**src/rtl/hexfloat_mul.sv**
```systemverilog
module hexfloat_mul #(
  parameter int BIAS = 64
) (
  input  logic        clk,
  input  logic        rst_n,
  input  logic        load,
  input  logic        dbl,
  input  logic [63:0] opa,
  input  logic [63:0] opb,
  output logic        busy,
  output logic        done,
  output logic [63:0] res,
  output logic        ovf,
  output logic        unf
);
  localparam int FWS = 24;
  localparam int FWD = 56;
  localparam int NBS = FWS / 8;
  localparam int NBD = FWD / 8;
  localparam int PW  = 2 * FWD;
  localparam int SOFF = (FWD - FWS) / 8;

  typedef enum logic [2:0] {S_IDLE, S_SP1, S_SP2, S_DP, S_DONE} st_t;

  st_t          st;
  logic [63:0]  ra, rb;
  logic         dbl_q;
  logic [2:0]   cnt;
  logic [PW-1:0] acc;
  logic [15:0]  pps [NBS*NBS];
  logic [15:0]  ppd [NBD];
  logic [15:0]  mul_s [NBS*NBS];
  logic [15:0]  mul_d [NBD];
  logic [2*FWS-1:0] ssum;
  logic [FWD+7:0]   rsum;
  logic [7:0]   bsel;

  assign busy = (st == S_SP1) || (st == S_SP2) || (st == S_DP);
  assign done = (st == S_DONE);
  assign bsel = rb[8*cnt +: 8];

  genvar gi, gj;
  generate
    for (gi = 0; gi < NBS; gi++) begin : g_srow
      for (gj = 0; gj < NBS; gj++) begin : g_scol
        assign mul_s[gi*NBS+gj] = ra[8*(SOFF+gi) +: 8] * rb[8*(SOFF+gj) +: 8];
      end
    end
    for (gi = 0; gi < NBD; gi++) begin : g_drow
      assign mul_d[gi] = ra[8*gi +: 8] * bsel;
    end
  endgenerate

  always_comb begin
    ssum = '0;
    for (int i = 0; i < NBS; i++)
      for (int j = 0; j < NBS; j++)
        ssum = ssum + ({{(2*FWS-16){1'b0}}, pps[i*NBS+j]} << (8*(i+j)));
  end

  always_comb begin
    rsum = '0;
    for (int i = 0; i < NBD; i++)
      rsum = rsum + ({{(FWD-8){1'b0}}, ppd[i]} << (8*i));
  end

  always_ff @(posedge clk) begin
    if (!rst_n) begin
      st    <= S_IDLE;
      ra    <= '0;
      rb    <= '0;
      dbl_q <= 1'b0;
      cnt   <= '0;
      acc   <= '0;
      for (int i = 0; i < NBS*NBS; i++) pps[i] <= '0;
      for (int i = 0; i < NBD; i++) ppd[i] <= '0;
    end else begin
      case (st)
        S_SP1: begin
          for (int i = 0; i < NBS*NBS; i++) pps[i] <= mul_s[i];
          st <= S_SP2;
        end
        S_SP2: begin
          acc <= {ssum, {(PW-2*FWS){1'b0}}};
          st  <= S_DONE;
        end
        S_DP: begin
          if (cnt < 3'(NBD))
            for (int i = 0; i < NBD; i++) ppd[i] <= mul_d[i];
          if (cnt != 3'd0)
            acc <= (acc >> 8) + ({{(PW-FWD-8){1'b0}}, rsum} << (PW-FWD-8));
          if (cnt == 3'(NBD)) st <= S_DONE;
          cnt <= cnt + 3'd1;
        end
        default: begin
          if (load) begin
            ra    <= opa;
            rb    <= opb;
            dbl_q <= dbl;
            cnt   <= '0;
            acc   <= '0;
            st    <= dbl ? S_DP : S_SP1;
          end
        end
      endcase
    end
  end

  logic        fz, sh, xovf, xunf;
  logic signed [9:0] ex;
  logic [FWD-1:0] frac;
  logic [63:0] rval;

  assign fz = dbl_q ? (ra[FWD-1:0] == '0 || rb[FWD-1:0] == '0)
                    : (ra[FWD-1 -: FWS] == '0 || rb[FWD-1 -: FWS] == '0);
  assign sh = (acc[PW-1 -: 4] == 4'h0);
  assign ex = 10'(ra[62:56]) + 10'(rb[62:56]) - 10'(BIAS) - 10'(sh);
  assign xovf = ex > 10'sd127;
  assign xunf = ex < 10'sd0;

  always_comb begin
    frac = sh ? acc[PW-5 -: FWD] : acc[PW-1 -: FWD];
    if (!dbl_q) frac[FWD-FWS-1:0] = '0;
  end

  assign rval = (fz || xunf) ? 64'd0 : {ra[63] ^ rb[63], ex[6:0], frac};
  assign res  = done ? rval : 64'd0;
  assign ovf  = done && !fz && xovf;
  assign unf  = done && !fz && xunf;
endmodule

```
**config.mk**
```make
export PLATFORM = sky130hd
export DESIGN_NAME = hexfloat_mul
export DESIGN_NICKNAME = d
export VERILOG_FILES = /design/src/rtl/hexfloat_mul.sv
export SDC_FILE = /design/constraint.sdc
export NUM_CORES = 2
export LEC_CHECK = 0
export ABC_AREA = 1
export BUFFER_PORTS_ARGS = -buffer_cell sky130_fd_sc_hd__clkbuf_2
export CORE_MARGIN = 3
export CORE_UTILIZATION = 60
export DETAILED_ROUTE_END_ITERATION = 8
export MAX_ROUTING_LAYER = met4
export PLACE_DENSITY = 0.77
export SYNTH_ARGS = -nofsm -noshare
export SYNTH_HDL_FRONTEND = slang
export SYNTH_SLANG_ARGS = --single-unit
export TNS_END_PERCENT = 30
```
**constraint.sdc**
```tcl
create_clock -name clk -period 8.3 [get_ports clk]
set_input_delay 1.245 -clock clk [delete_from_list [all_inputs] [get_ports clk]]
set_output_delay 1.245 -clock clk [all_outputs]
set_load 0.005 [all_outputs]
```
==> results.toml <==
[power]
vdd_drop_max_v = 0.0001799
total_power_uw = 11840
p_leak_uw = 0.03492
powerDensity_mw_per_mm2 = 180.3

[critical_path]
crit_cells = 29
cp_num_buf_inv = 9
crit_fanout = 20
cp.arrival_ps = 7830
max_stage_delay_ps = 860
critPathCaptureType = "register"
cp_slowest_cell = "dfxtp_1"
crit_top_cell = "inv_1"
worstSetupPathType = "reg2reg"
rr_worst_depth = 29
reg2reg_slack_ps = 1000
cp.required_ps = 8830
cp-start-kind = "register"
critPathTopFamily = "adder cells"
rr_endpoint = "ppd[0][15]"
worstReg2RegStart = "cnt[1]"

[routing]
vias = 55021
avgRoutedWirePerCell_um = 20.46
totalWireLength_um = 196700
initialDrtViolationCount = 5967
drtAntennaViolNets = 0
drcViolationCount = 0
drt_first_pass_iters = 6
via_per_inst = 5.723

[placed_design]
place_hpwl_um = 154300
gp_congestion = 1.015
numPortBuffers = 199

[grt]
antenna_found_initial = 8
overflow = 0
grt_max_degree = 123
grt_pass1_wl_um = 303700
first_global_vias = 53820
grtUsageTotal = 0.3796

[synthesis]
synth_seq_cells = 451
synth_flop_cell = "edfxtp_1"
synth.distinct_cells = 62
ys_seq_area_frac = 0.1888
synth_top_area_frac = 0.2097
syn-instance-count = 8170
synth_nets = 9710
synth.top_cells.by_area = "fa_1, ha_1, edfxtp_1"
synth_async_sr_flop_share = 0
syn_area_per_cell_um2 = 7.513
yosysWarnings = 0
synth_edf_count = 256
synthTopCellsByCount = "inv_1, nand2_1, nor2_1"
yosysMostFrequentCell = "inv_1"
syn_area_mm2 = 0.06138
synth_top_area_cell = "fa_1"

[cts]
clockBufferDepth = 3
clockRootBuffer = "clkbuf_16"
cts_tree = "done"
post-cts-setup-buffers = 0
ctsResizeCount = 0
cts_made_buffers = 57
insertion_delay_ps = 700
hold_buffers = 0
clkSlewWorstSetupHoldPaths_ps = 60
clock_sinks = 451
cts_htree_levels = 2

[sta]
finalCriticalPeriod_ps = 7300
fin_skew_ps = 44.87
final_hold_viol_count = 0
finalCritPeriodShare = 0.8795
rsz0062_at_grt = "no"
finalSetupTns_ps = 0
slew_violations = 0
hold_slack_ps = 477.8
fmax_mhz = 137.0
worstMarginPinSlew_ps = 1253
slew-limit-headroom = 0.1584
finalSetupViolations = 0

[hold_path]
whs_endpoint = "acc[54]"
worstHoldStart = "acc[54]"
whs_path_depth = 2
worstHoldPathType = "reg2reg"

[status]
status = "completed"

[run]
maxCapViolCount = 0

[die]
die_w_um = 325.8
coreArea_mm2 = 0.1007
num_rows = 116
die_h_um = 325.8
start_util = 0.6094
io_pins = 200
die-area_mm2 = 0.1062

[finish]
syn2layout_area_growth_pct = 6.945
fillers = 8891
layout.nets = 9743
drive_above_1_share = 0.06569
==> stage by stage <==
step,cell area (um^2),setup slack [ps],cells,util
after floorplan,61380,2613,8170,-
after global placement,63580,1431,9501,0.6313
after detailed placement,63580,1378,9501,0.6313
after CTS,65630,1267,9608,0.6515
after global routing,65640,556.5,9612,0.6516
final,65640,1000,9614,0.6517
==> layout make-up <==
cell class / instances / area [um^2] / area share
antenna: 6 / 15.01 / 0.0002287
sequential: 451 / 11600 / 0.1767
clock buffer: 67 / 1568 / 0.02388
multi-input combinational: 5722 / 42300 / 0.6444
tap: 1357 / 1698 / 0.02587
timing repair buffer: 288 / 1667 / 0.02539
inverter: 1683 / 6319 / 0.09626
clock inverter: 40 / 475.5 / 0.007243
==> state kept, by name (all words and copies together), names as in the netlist <==
name   count
rb        64
st         3
acc       60
cnt        3
dbl_q      1
pps      144
ra        64
ppd      112
==> kinds of logic after synthesis <==
group | share of synthesized area
buf+inv | 0.1229
xor+xnor | 0.01313
simple gates | 0.1878
fa+ha+maj | 0.3657
flops | 0.1888
compound gates | 0.1216
==> layer usage <==
layer,part of all wire,global-route usage
met5,0,-
met4,0.035,0.1211
met3,0.13,0.1009
met2,0.42,0.5480
met1,0.42,0.5209
==> worst max-delay path by stage <==
stage                      start          to
after floorplan           cnt[0]  ppd[1][15]
after global placement    cnt[1]  ppd[2][15]
after detailed placement  cnt[1]  ppd[0][15]
after CTS                 cnt[1]  ppd[0][15]
after global routing      cnt[1]  ppd[6][15]
final                     cnt[1]  ppd[0][15]
==> report_power, final <==
part	total (uW)	internal, uW	switching (uW)
clock	2710	1540	1170
combinational	6190	1930	4260
sequential	2940	2630	312
total	11800	6100	5740
==> cell usage in the layout, fill, tap and decap left out, drive strengths merged, types with 138 or more instances in the layout <==
cell and instances:
nand3 138, inv 1689, clkbuf 265, fa 643, nand2 1650, a21oi 643
o21ai 493, dfxtp 195, ha 765, edfxtp 256, nor2 819
==> worst register-to-register path, delay by kind of cell (launching register included) <==
| family | cells | cell delay (ps) |
|---|---|---|
| buf+inv | 9 | 2090 |
| fa+ha+maj | 5 | 2200 |
| simple gates | 6 | 410 |
| flops | 1 | 860 |
| compound gates | 9 | 1560 |
No activity file was read; power rests on OpenSTA's default activity.
